--- src/rtl/canbg_pkg.sv ---
package canbg_pkg;
    localparam int unsigned HOST_DW = 32;
    localparam int unsigned CORE_DW = 8;

    typedef struct packed {
        logic [HOST_DW-1:0] rdata;
        logic               core_rst;
    } glue_st_t;

    typedef enum logic [1:0] {
        WIN_NONE   = 2'd0,
        WIN_BRIDGE = 2'd1,
        WIN_CTRL   = 2'd2,
        WIN_ID     = 2'd3
    } win_e;
endpackage

--- src/rtl/canbg_csr.sv ---
module canbg_csr #(
    parameter int unsigned DW       = 32,
    parameter int unsigned EN_BIT   = 13,
    parameter int unsigned STAT_BIT = 23
) (
    input  logic          clk,
    input  logic          rst_n,
    input  logic          wr,
    input  logic [DW-1:0] wdata,
    input  logic          core_irq,
    output logic [DW-1:0] rd_word,
    output logic          host_irq
);
    typedef struct packed {
        logic [DW-1:0] word;
    } csr_st_t;

    csr_st_t st_d, st_q;

    always_comb begin
        st_d = st_q;
        if (wr) begin
            st_d.word = wdata;
        end
    end

    always_ff @(posedge clk or negedge rst_n) begin
        if (!rst_n) begin
            st_q <= '0;
        end else begin
            st_q <= st_d;
        end
    end

    always_comb begin
        rd_word           = st_q.word;
        rd_word[STAT_BIT] = core_irq;
    end

    assign host_irq = core_irq & st_q.word[EN_BIT];
endmodule

--- src/rtl/canbg_core_port.sv ---
module canbg_core_port #(
    parameter int unsigned AW        = 7,
    parameter int unsigned CORE_SPAN = 32,
    localparam int unsigned CAW      = $clog2(CORE_SPAN)
) (
    input  logic           acc,
    input  logic           rd_en,
    input  logic           wr_en,
    input  logic [AW-1:0]  addr,
    input  logic [7:0]     wdata,
    input  logic [7:0]     core_rdata,
    output logic           core_stb,
    output logic           core_we,
    output logic [CAW-1:0] core_addr,
    output logic [7:0]     core_wdata,
    output logic [7:0]     rd_byte
);
    logic in_span;

    assign in_span    = (32'(addr) < CORE_SPAN);
    assign core_stb   = acc & in_span & (rd_en | wr_en);
    assign core_we    = core_stb & wr_en;
    assign core_addr  = addr[CAW-1:0];
    assign core_wdata = wdata;
    assign rd_byte    = (core_stb && rd_en) ? core_rdata : 8'h00;
endmodule

--- src/rtl/canbg_id_rom.sv ---
module canbg_id_rom #(
    parameter int unsigned AW      = 7,
    parameter int unsigned ID_SPAN = 8,
    parameter int unsigned ID_OFS  = 7,
    parameter int unsigned VERSION = 13
) (
    input  logic [AW-1:0] addr,
    output logic [7:0]    rd_byte
);
    localparam logic [7:0] ID_BYTE = {4'(VERSION), 4'h0};

    generate
        if (ID_OFS < ID_SPAN) begin : g_rom
            assign rd_byte = (32'(addr) == ID_OFS) ? ID_BYTE : 8'h00;
        end else begin : g_empty
            assign rd_byte = 8'h00;
        end
    endgenerate
endmodule

--- src/rtl/canbg_glue.sv ---
module canbg_glue #(
    parameter int unsigned ADDR_W    = 7,
    parameter int unsigned CSR_OFS   = 56,
    parameter int unsigned EN_BIT    = 13,
    parameter int unsigned STAT_BIT  = 23,
    parameter int unsigned CORE_SPAN = 32,
    parameter int unsigned ID_SPAN   = 8,
    parameter int unsigned ID_OFS    = 7,
    parameter int unsigned VERSION   = 13,
    localparam int unsigned DW       = canbg_pkg::HOST_DW,
    localparam int unsigned CAW      = $clog2(CORE_SPAN)
) (
    input  logic              clk,
    input  logic              rst_n,
    input  logic              sel_bridge,
    input  logic              sel_ctrl,
    input  logic              sel_id,
    input  logic              rd_en,
    input  logic              wr_en,
    input  logic [ADDR_W-1:0] addr,
    input  logic [DW-1:0]     wdata,
    output logic [DW-1:0]     rdata,
    output logic              host_irq,
    output logic              core_rst,
    output logic              core_stb,
    output logic              core_we,
    output logic [CAW-1:0]    core_addr,
    output logic [7:0]        core_wdata,
    input  logic [7:0]        core_rdata,
    input  logic              core_irq
);
    import canbg_pkg::*;

    win_e          win;
    logic          csr_hit;
    logic [DW-1:0] csr_word;
    logic [7:0]    ctrl_byte;
    logic [7:0]    id_byte;
    glue_st_t      st_d, st_q;

    always_comb begin
        if (sel_bridge)    win = WIN_BRIDGE;
        else if (sel_ctrl) win = WIN_CTRL;
        else if (sel_id)   win = WIN_ID;
        else               win = WIN_NONE;
    end

    assign csr_hit = (win == WIN_BRIDGE) && (32'(addr) == CSR_OFS);

    canbg_csr #(.DW(DW), .EN_BIT(EN_BIT), .STAT_BIT(STAT_BIT)) csr_i (
        .clk      (clk),
        .rst_n    (rst_n),
        .wr       (csr_hit & wr_en),
        .wdata    (wdata),
        .core_irq (core_irq),
        .rd_word  (csr_word),
        .host_irq (host_irq)
    );

    canbg_core_port #(.AW(ADDR_W), .CORE_SPAN(CORE_SPAN)) port_i (
        .acc        (win == WIN_CTRL),
        .rd_en      (rd_en),
        .wr_en      (wr_en),
        .addr       (addr),
        .wdata      (wdata[7:0]),
        .core_rdata (core_rdata),
        .core_stb   (core_stb),
        .core_we    (core_we),
        .core_addr  (core_addr),
        .core_wdata (core_wdata),
        .rd_byte    (ctrl_byte)
    );

    canbg_id_rom #(.AW(ADDR_W), .ID_SPAN(ID_SPAN), .ID_OFS(ID_OFS),
                   .VERSION(VERSION)) id_i (
        .addr    (addr),
        .rd_byte (id_byte)
    );

    always_comb begin
        st_d          = st_q;
        st_d.core_rst = 1'b0;
        st_d.rdata    = '0;
        if (rd_en) begin
            unique case (win)
                WIN_BRIDGE: st_d.rdata = csr_hit ? csr_word : '0;
                WIN_CTRL:   st_d.rdata = DW'(ctrl_byte);
                WIN_ID:     st_d.rdata = DW'(id_byte);
                default:    st_d.rdata = '0;
            endcase
        end
    end

    always_ff @(posedge clk or negedge rst_n) begin
        if (!rst_n) begin
            st_q.rdata    <= '0;
            st_q.core_rst <= 1'b1;
        end else begin
            st_q <= st_d;
        end
    end

    assign rdata    = st_q.rdata;
    assign core_rst = st_q.core_rst;
endmodule

--- config.mk ---
export PLATFORM = sky130hd
export DESIGN_NAME = canbg_glue
export DESIGN_NICKNAME = d
export VERILOG_FILES = /design/src/rtl/canbg_pkg.sv /design/src/rtl/canbg_csr.sv /design/src/rtl/canbg_core_port.sv /design/src/rtl/canbg_id_rom.sv /design/src/rtl/canbg_glue.sv
export SDC_FILE = /design/constraint.sdc
export NUM_CORES = 1
export LEC_CHECK = 0
export BUFFER_PORTS_ARGS = -buffer_cell sky130_fd_sc_hd__buf_2
export CAP_MARGIN = 25
export CORE_MARGIN = 5
export CORE_UTILIZATION = 25
export DETAILED_ROUTE_END_ITERATION = 12
export PLACE_DENSITY = 0.57
export SLEW_MARGIN = 5
export SYNTH_ARGS = -nofsm -noshare
export SYNTH_HDL_FRONTEND = slang
export SYNTH_HIERARCHICAL = 1
export SYNTH_SLANG_ARGS = --single-unit
--- constraint.sdc ---
create_clock -name clk -period 1.1 [get_ports clk]
set_clock_uncertainty 0.15 [all_clocks]
set_input_delay 0.165 -clock clk [delete_from_list [all_inputs] [get_ports clk]]
set_output_delay 0.165 -clock clk [all_outputs]
set_load 0.03 [all_outputs]
== Word level (Yosys, flattened, before mapping) ==
Cells that the tools add are included.

* Bitwise operators: 6
* Div/mod/pow operators: 0
* $add $sub $neg: 0
* Muxes and demuxes: 8
* Equality and inequality tests: 5
* Magnitude comparators: 1
* $mul: 0
* Shift-type cells: 0
* Reduce and logical (&&, ||, !) cells: 2

{| class="wikitable"
|+ Operator list
! kind !! number
|-
| case mux 32 bit (3 select lines) || 1
|-
| 2-to-1 mux 32 bit || 2
|-
| 2-to-1 mux 8 bit || 2
|-
| equality test 7 x 3 -> 1 bit, second input constant || 1
|-
| equality test 7 x 6 -> 1 bit, second input constant || 1
|-
| less-than comparator 7 x 6 -> 1 bit, second input constant || 1
|-
| 2-to-1 mux 2 bit || 3
|-
| AND 1 bit || 5
|-
| equality test 2 bit, second input constant || 2
|-
| equality test 2 x 1 -> 1 bit, second input constant || 1
|-
| logical AND 1 bit || 2
|-
| OR 1 bit || 1
|}

* RAM bits: 0
* ROM bits: 0
* Output and inout port bits: 49
* Memories kept: 0
* Logic and storage cells: 25
* Bits in latches: 0
* Register bits after elaboration: 65

== Logic depth before layout (Yosys ltp) ==
* Depth in word-level cells: 10
* Gate-level depth with buffers: 6
* Depth with buffers taken out: 5

== Cells and area by module ==
The synthesis kept the hierarchy.

{| class="wikitable"
|+ By module, submodules not included
! module !! sequential area each (sq um) !! instances !! cells an instance !! area an instance (sq um)
|-
| canbg_glue || 827.0 || 1 || 91 || 1241.2
|-
| canbg_csr || 775.7 || 1 || 67 || 1172.4
|-
| canbg_core_port || 0.0 || 1 || 25 || 195.2
|-
| canbg_id_rom || 0.0 || 1 || 11 || 80.1
|}

== Least setup slack after synthesis ==
No wires, ideal clock.

* Kind: input-to-reg
* Start: in addr[1]
* End: reg csr_i/st_q[0] in the netlist's numbering
* Cell stages on the path: 4
* Arrival time: 1.730 ns
* Data required time: 0.825 ns
* Library setup time: 0.125 ns
* Path slack: -0.905 ns
* Buffers on the path: 1
* Path through: or4b_4 > nor3_1 > buf_6 > mux2_2

* Longest elaborated chain between the ends: 3

{| class="wikitable"
|+ RTL lines
! item !! RTL line !! source
|-
| start: declaration || canbg_glue.sv:20 || <nowiki>input logic [ADDR_W-1:0] addr,</nowiki>
|-
| equality test 7 x 6 -> 1 bit || canbg_glue.sv:48 || <nowiki>assign csr_hit = (win == WIN_BRIDGE) && (32'(addr) == CSR_OFS);</nowiki>
|-
| logical AND 1 bit || canbg_glue.sv:48 ||
|-
| AND 1 bit || canbg_glue.sv:53 || <nowiki>.wr (csr_hit & wr_en),</nowiki>
|-
| end signal: assignment || canbg_csr.sv:31 || <nowiki>st_q <= st_d;</nowiki>
|-
| end: declaration || canbg_csr.sv:18 || <nowiki>csr_st_t st_d, st_q;</nowiki>
|}

No other way between the ends.
A chain may end at the register's enable or synchronous reset.

== Worst setup path after layout ==
* Start: in addr[0]
* End: reg csr_i/st_q[17] in the netlist's numbering

The elaborated chain is that of the path after synthesis.

==> results.sh <==
export IMPL_r2r_slack_ns=-0.06
export IMPL_holdPathStages=4
export IMPL_hpwlAfterDp_mm=4.63
export IMPL_cts_tree="yes"
export IMPL_worst_setup_path_type="in -> reg"
export IMPL_fp_row_count=37
export IMPL_clk_pin_slew_worst_paths_ns=0.07
export IMPL_place_ws_ns=-0.851
export IMPL_placed_area_sq_um=3450
export IMPL_io_pins=104
export IMPL_reg2reg_depth=3
export IMPL_drive_above_1_share=0.595
export IMPL_fin_area_sq_um=4550
export IMPL_grt_pass1_wl_mm=10.7
export IMPL_fin_nets=403
export IMPL_dieArea_sq_um=12900
export IMPL_clock_root_buffer="clkbuf_8"
export IMPL_area_delta_synth_final_pct=69.1
export IMPL_post_route_min_period_ns=1.61
export IMPL_worst_r2r_endpoint="csr_i/st_q[13]$_DFFE_PN0P_"
export IMPL_synth_cell_type_count=27
export IMPL_synth_seq_area_share=0.596
export IMPL_grt_pass1_vias=2151
export IMPL_start_util=0.258
export IMPL_yosys_area_top_type="dfrtp_1"
export IMPL_gp_congestion=0.738
export IMPL_synth_avg_cell_area_sq_um=13.9
export IMPL_hold_viol_final=0
export IMPL_ys_seq_elements=64
export IMPL_die_h_um=114
export IMPL_rsz0062_at_grt="yes"
export IMPL_maxCapViolCount=0
export IMPL_final_cell_mix="dfrtp_1 (63), buf_2 (63), buf_6 (44), dlygate4sd3_1 (33), mux2_4 (23)"
export IMPL_synth_area_top_cells="dfrtp_1 (59%), mux2_2 (13%), buf_4 (5.9%), and2_1 (5.6%), o2bb2ai_1 (2.6%)"
export IMPL_antenna_found_initial=0
export IMPL_ir_drop_uv=629
export IMPL_yosys_warnings=6
export IMPL_fp_dieW_um=114
export IMPL_firstDrtPassIters=4
export IMPL_whs_endpoint="rdata[30]$_DFF_PN0_"
export IMPL_setup_ws_ns=-0.508
export IMPL_clock_sinks=64
export IMPL_clock_latency_ns=0.33
export IMPL_drc=0
export IMPL_synthCells=194
export IMPL_vias=1970
export IMPL_hp_start="addr[0]"
export IMPL_clock_fmax_mhz=622
export IMPL_reg2reg_from="csr_i/st_q[13]$_DFFE_PN0P_"
export IMPL_synth_top_cell_area_share=0.586
export IMPL_violations="setup timing"
export IMPL_p_leak_nw=2.24
export IMPL_ant_nets=0
export IMPL_syn_area_sq_um=2690
export IMPL_grt_ovfl_total=0
export IMPL_fillCellCount=971
export IMPL_setup_violations=98
export IMPL_core_area_sq_um=10400
export IMPL_first_iter_violations=39
export IMPL_drt_total_wl_mm=7.18
export IMPL_outcome="finished, violations left"
export IMPL_vias_per_cell=4.03
export IMPL_end_kind="register"
export IMPL_min_path_type="in -> reg"
export IMPL_h_tree_depth=3
export IMPL_track_usage=0.108
export IMPL_crit_fanout=7
export IMPL_finalCritPeriodShare=1.46
export IMPL_power_density_nw_per_um2=1170
export IMPL_wl_per_cell_um=14.7
export IMPL_cp_arrival_ns=1.68
export IMPL_cp_start_kind="input port"
export IMPL_cts_made_buffers=9
export IMPL_drv_slew=0
export IMPL_grt_max_degree=65
export IMPL_diodes=0
export IMPL_cts_buffer_depth=2
export IMPL_io_buffer_count=102
export IMPL_crit_required_ns=1.17
-- critical path, stage by stage --
cell,delay (ns)
buf_6,0.09
or4b_4,0.56
nor3_4,0.23
buf_12,0.16
buf_12,0.13
mux2_2,0.33
-- state kept, by name (all words and copies together), names as in the netlist --
signal / count
core_rst: 1
rdata: 32
csr_i/st_q: 31
-- where the power goes --
part | switching [W] | internal [W]
Sequential | 0.0000333 | 0.00241
Clock | 0.000926 | 0.00133
Combinational | 0.000268 | 0.000333
Total | 0.00123 | 0.00408
-- routing by layer --
layer / vias up / wire length, um / track usage / part of all wire
li1: 943 / - / - / -
met1: 965 / 3090 / 0.125 / 0.43
met2: 56 / 3660 / 0.185 / 0.51
met3: 6 / 314 / 0.0340 / 0.044
met4: 0 / 113 / 0.0457 / 0.016
met5: - / 0 / 0 / 0
-- synth_stat cells, drive strengths merged --
cell	instances
conb	2
nor3	3
and2b	1
nor4b	1
and4bb	2
mux2	31
nand2	1
nand4b	1
o2bb2ai	8
dfrtp	63
buf	29
dfstp	1
nor2	1
nand2b	1
and2	32
nor4	2
nor2b	1
a22oi	8
or4b	2
clkbuf	1
inv	3
-- per-stage QoR --
step                utilization  instances  hold WS [ns]  total power (W)  setup TNS (ns)
global placement          0.331        429        0.0538          0.00292          -50.70
detailed placement        0.331        429        0.0603          0.00293          -51.41
finish                    0.436        489        0.0725          0.00531          -30.84
CTS                       0.418        487       -0.0886          0.00536          -29.77
global route              0.436        489        0.0552          0.00556          -33.44
floorplan                     -        198        -0.281          0.00272          -36.09
-- worst max path at each step --
stage / start / endpoint / slack, ns / cells past startpoint
5_1_grt: addr[0] / csr_i/st_q[17]$_DFFE_PN0P_ / -0.50 / 6
6_report: addr[0] / csr_i/st_q[17]$_DFFE_PN0P_ / -0.51 / 6
4_1_cts: addr[1] / csr_i/st_q[2]$_DFFE_PN0P_ / -0.46 / 6
3_5_place_dp: addr[1] / csr_i/st_q[22]$_DFFE_PN0P_ / -0.85 / 5
2_1_floorplan: addr[1] / csr_i/st_q[0]$_DFFE_PN0P_ / -0.67 / 4
3_3_place_gp: addr[1] / csr_i/st_q[8]$_DFFE_PN0P_ / -0.83 / 5
-- final cells by class --
type	instances	area (sq um)	area share
timing repair buffer	169	1460	0.322
sequential	64	1600	0.353
clock buffer	11	141	0.0311
inverter	3	11.3	0.00248
clock inverter	5	80.1	0.0176
tap	136	170	0.0374
multi-input combinational	101	1080	0.237
-- timing repair --
item	CTS	global route
buffers inserted	8	3
hold buffers	32	1
endpoints found under the setup margin	99	99
gates cloned	2	2
resized for setup	84	44
endpoints found under the hold margin	96	1
pin swaps	2	4
-- cells by family after synthesis --
family | Yosys count | share of synthesized area
AO/OA/AOI/OAI | 16 | 0.0484
buffers and inverters | 33 | 0.0921
flip-flops | 64 | 0.596
multiplexers | 31 | 0.130
other | 2 | 0.00279
AND/OR/NAND/NOR | 48 | 0.131
No activity file was read; power rests on OpenSTA's default activity.
